### src/rtl/tcnt_pkg.sv
package tcnt_pkg;

    localparam int unsigned TC_W = 2;

    typedef logic [TC_W-1:0] tc_count_t;

    localparam tc_count_t TC_ZERO = '0;
    localparam tc_count_t TC_TERM = '1;

    typedef struct packed {
        tc_count_t count;
        logic      pipe;
    } tc_regs_t;

endpackage

### src/rtl/tcnt_step.sv
module tcnt_step
    import tcnt_pkg::*;
(
    input  tc_count_t cur,
    input  logic      en,
    output tc_count_t nxt,
    output logic      at_term
);

    always_comb begin
        at_term = (cur == TC_TERM);
        if (en) begin
            nxt = cur + tc_count_t'(1);
        end else begin
            nxt = cur;
        end
    end

endmodule

### src/rtl/tcnt_flags.sv
module tcnt_flags (
    input  logic at_term,
    input  logic en,
    input  logic rst,
    output logic mealy,
    output logic moore
);

    always_comb begin
        moore = at_term & ~rst;
        mealy = at_term & en & ~rst;
    end

endmodule

### src/rtl/tcnt_top.sv
module tcnt_top
    import tcnt_pkg::*;
(
    input  logic            clk,
    input  logic            rst,
    input  logic            en,
    output logic [TC_W-1:0] count,
    output logic            tc_mealy,
    output logic            tc_moore,
    output logic            tc_pipe
);

    tc_regs_t  regs_d;
    tc_regs_t  regs_q;
    tc_count_t step_nxt;
    logic      cur_term;

    tcnt_step u_step (
        .cur     (regs_q.count),
        .en      (en),
        .nxt     (step_nxt),
        .at_term (cur_term)
    );

    tcnt_flags u_flags (
        .at_term (cur_term),
        .en      (en),
        .rst     (rst),
        .mealy   (tc_mealy),
        .moore   (tc_moore)
    );

    always_comb begin
        regs_d = regs_q;
        if (rst) begin
            regs_d.count = TC_ZERO;
            regs_d.pipe  = 1'b0;
        end else begin
            regs_d.count = step_nxt;
            regs_d.pipe  = (step_nxt == TC_TERM) & en;
        end
    end

    always_ff @(posedge clk) begin
        regs_q <= regs_d;
    end

    assign count   = regs_q.count;
    assign tc_pipe = regs_q.pipe;

endmodule

### config.mk
export PLATFORM = sky130hd
export DESIGN_NAME = tcnt_top
export DESIGN_NICKNAME = d
export VERILOG_FILES = /design/src/rtl/tcnt_pkg.sv /design/src/rtl/tcnt_step.sv /design/src/rtl/tcnt_flags.sv /design/src/rtl/tcnt_top.sv
export SDC_FILE = /design/constraint.sdc
export NUM_CORES = 1
export LEC_CHECK = 0
export BUFFER_PORTS_ARGS = -buffer_cell sky130_fd_sc_hd__buf_2
export CAP_MARGIN = 20
export CORE_AREA = 2 2 39 41
export CTS_BUF_LIST = sky130_fd_sc_hd__clkbuf_4 sky130_fd_sc_hd__clkbuf_8
export DETAILED_ROUTE_END_ITERATION = 8
export DIE_AREA = 0 0 41 43
export GPL_ROUTABILITY_DRIVEN = 0
export HOLD_SLACK_MARGIN = 0.03
export PLACE_DENSITY = 0.3
export SLEW_MARGIN = 20
export SYNTH_ARGS = -nofsm -noshare
export SYNTH_HDL_FRONTEND = slang
export SYNTH_SLANG_ARGS = --single-unit
### constraint.sdc
create_clock -name clk -period 1.32 [get_ports clk]
set_clock_uncertainty 0.1 [all_clocks]
set_input_delay 0.396 -clock clk [delete_from_list [all_inputs] [get_ports clk]]
set_output_delay 0.396 -clock clk [all_outputs]
set_load 0.01 [all_outputs]
==> out/metrics.csv <==
stage,metric,value,unit
critical_path,"Max FO, Critical Path",2,
global_route,largest net degree at the start of global routing,4,
power,power per cell area,1197,nW/um^2
place,Port Buffer Count,7,
floorplanning,effective utilization at floorplan,0.09222,
drt,Vias,136,
global_route,Overflow after GRT,0,
drt,WL final,341,um
logic_synthesis,Syn Inst Count,11,
sta,WHS,0.3734,ns
sta,Tmin final,1.574,ns
clocking,CTS tree,built,
critical_path,CP Capture Type,output pin,
final_layout,Filler cells,154,
sta,Worst Tran Pin Value,0.1152,ns
place,placed cell areas,221.5,um^2
critical_path,CP required,0.82,ns
final_layout,Finished Core Util,0.2143,
final_layout,"most common cell after layout, fill and taps aside",buf_4,
sta,max-slew violations,0,
clocking,Clock Root Buffer,clkbuf_4,
critical_path,Setup crit start kind,flop,
drt,final routed DRC violation total,0,
final_layout,Ant. Diodes,0,
logic_synthesis,syn avg cell area,11.60,um^2
clocking,total CTS buffers,3,
clocking,Hold Buf Count CTS,0,
global_route,vias in the first global route,148,
logic_synthesis,Syn Nets,15,
global_route,first-pass GRT wire length,600,um
critical_path,worst flop-to-flop path endpoint,tc_pipe,
global_route,All-Layer GR Usage,0.06319,
clocking,clk buf depth,2,
floorplanning,DIE AREA,1763,um^2
sta,Slew HR,0.9210,
drt,post-route ant nets,0,
run_status,failing checks,setup timing,
logic_synthesis,post-synth cell types,8,
sta,Final Hold Viols,0,
clocking,htree depth,1,
final_layout,Final nets,32,
hold_path,Min-Delay Endpoint,count[0],
sta,final setup TNS,-0.4805,ns
power,Peak VDD IR,0.5056,mV
critical_path,CP max stage delay,0.33,ns
critical_path,WS Path Type,flop to output pin,
logic_synthesis,"Seq/Total Area, Yosys",0.4706,
final_layout,most frequent cells in the layout,"5 x buf_4, 4 x clkbuf_4, 4 x buf_6",
final_layout,Area Growth Syn to Fin,132.4,%
hold_path,worst min path class,input pin to flop,
power,Static Leak,0.1372,nW
final_layout,share of cells above drive strength 1,0.8148,
floorplanning,IO Pins,8,
job,Max Cap Viol,0,
floorplanning,die extent in x,41,um
floorplanning,Core Region,1384,um^2
drt,initial DRC count,0,
place,dpl ws,-0.05509,ns
clocking,Worst-Skew Late Latency,0.23,ns
logic_synthesis,Seq cells post-synth,3,
hold_path,Hold Path Stages,3,
drt,WL/cell,7.930,um
sta,Final WS setup,-0.2536,ns
logic_synthesis,Synth Cell Area,127.6,um^2
critical_path,crit path DAT,1.08,ns
drt,Pre-antenna DRT Iters,1,
critical_path,slowest library cell on the worst path,dfxtp_2,
critical_path,cell count of the worst reg-to-reg path,2,
hold_path,hold_sp,rst,
place,DPL Wire Length,250.4,um
global_route,initial antenna violation count,0,
sta,FMAX,0.6355,GHz
floorplanning,DIE HEIGHT,43,um
sta,Final setup violation count,2,
critical_path,"setup slack, reg-to-reg",0.34,ns
logic_synthesis,Ys Warns,0,
sta,period utilisation layout,1.192,
sta,RSZ-0062 raised after global routing,yes,
critical_path,"CP delay by family, top",flip-flops,
run_status,status,"complete, but fails checks",
critical_path,crit path cell chain,ha_4 -> nor2b_4 -> and2_4 -> buf_6,
final_layout,Post-Layout Inst Area,296.5,um^2
clocking,Worst-path clk slew,0.04,ns
critical_path,worst path bufs/invs,1,
clocking,clk sinks,3,
critical_path,Crit Reg-Reg Startpoint,count[1],
drt,vias per cell,3.163,
floorplanning,# rows,14,
[how the worst max path moves through the flow]
stage	start	endpoint	slack [ns]	cells past startpoint
2_1_floorplan	count[0]	tc_mealy	0.003	3
3_3_place_gp	count[0]	tc_mealy	-0.06	4
3_5_place_dp	count[0]	tc_mealy	-0.06	4
4_1_cts	count[1]	tc_mealy	-0.26	4
5_1_grt	count[1]	tc_mealy	-0.31	4
6_report	count[1]	tc_mealy	-0.25	4
[stage by stage]
| step | power [mW] | cells |
|---|---|---|
| after floorplan | 0.1284 | 11 |
| after global placement | 0.1586 | 38 |
| after detailed placement | 0.1592 | 38 |
| after CTS | 0.3519 | 43 |
| after global routing | 0.3918 | 43 |
| final | 0.3549 | 43 |
[per-layer routing]
layer | global-route usage | vias up | part of all wire | wire [um]
met5 | 0 | - | 0 | 0
met4 | 0.08000 | 0 | 0 | 0
met3 | 0.06806 | 0 | 0.14 | 49
met2 | 0.05938 | 10 | 0.40 | 138
met1 | 0.06090 | 58 | 0.45 | 153
li1 | - | 68 | - | -
[cell type report]
class                           instances  area (um^2)  share of cell area
Timing Repair Buffer                   12        97.59              0.3291
Multi-Input combinational cell          8        86.33              0.2911
Sequential cell                         3        62.56              0.2110
Clock buffer                            4        30.03              0.1013
Tap cell                               16        20.02             0.06751
[cells by family after synthesis]
kind of cell | Yosys count | synth area share
flops | 3 | 0.4706
fa+ha+maj | 1 | 0.09802
simple gates | 5 | 0.2844
xor+xnor | 1 | 0.06864
mux | 1 | 0.07843
[sequential cells by signal (all words and copies together) (netlist names)]
name     flops
count        2
tc_pipe      1
[synthesized netlist by cell type]
cell      instances  share of area
and2_2            1          0.059
and4bb_2          1          0.098
dfxtp_1           3           0.47
ha_1              1          0.098
mux2i_1           1          0.078
nor2_1            2          0.059
nor2b_2           1          0.069
xnor2_1           1          0.069
[tightest hold or removal path, delay by kind of cell]
family / cells / cell delay [ns]
buf+inv: 2 / 0.23
simple gates: 1 / 0.04
[timing repair]
item	CTS	global route
pin swaps	2	1
hold endpoints to repair	0	0
setup buffers	1	0
endpoints found under the setup margin	2	4
resized for setup	3	4
[power breakdown]
group / total [mW] / switching, mW / internal, mW
logic: 0.0663 / 0.0252 / 0.0412
clock network: 0.182 / 0.0482 / 0.134
registers: 0.107 / 0.00627 / 0.100
total: 0.355 / 0.0796 / 0.275
Power figures use the tool's default switching activity.
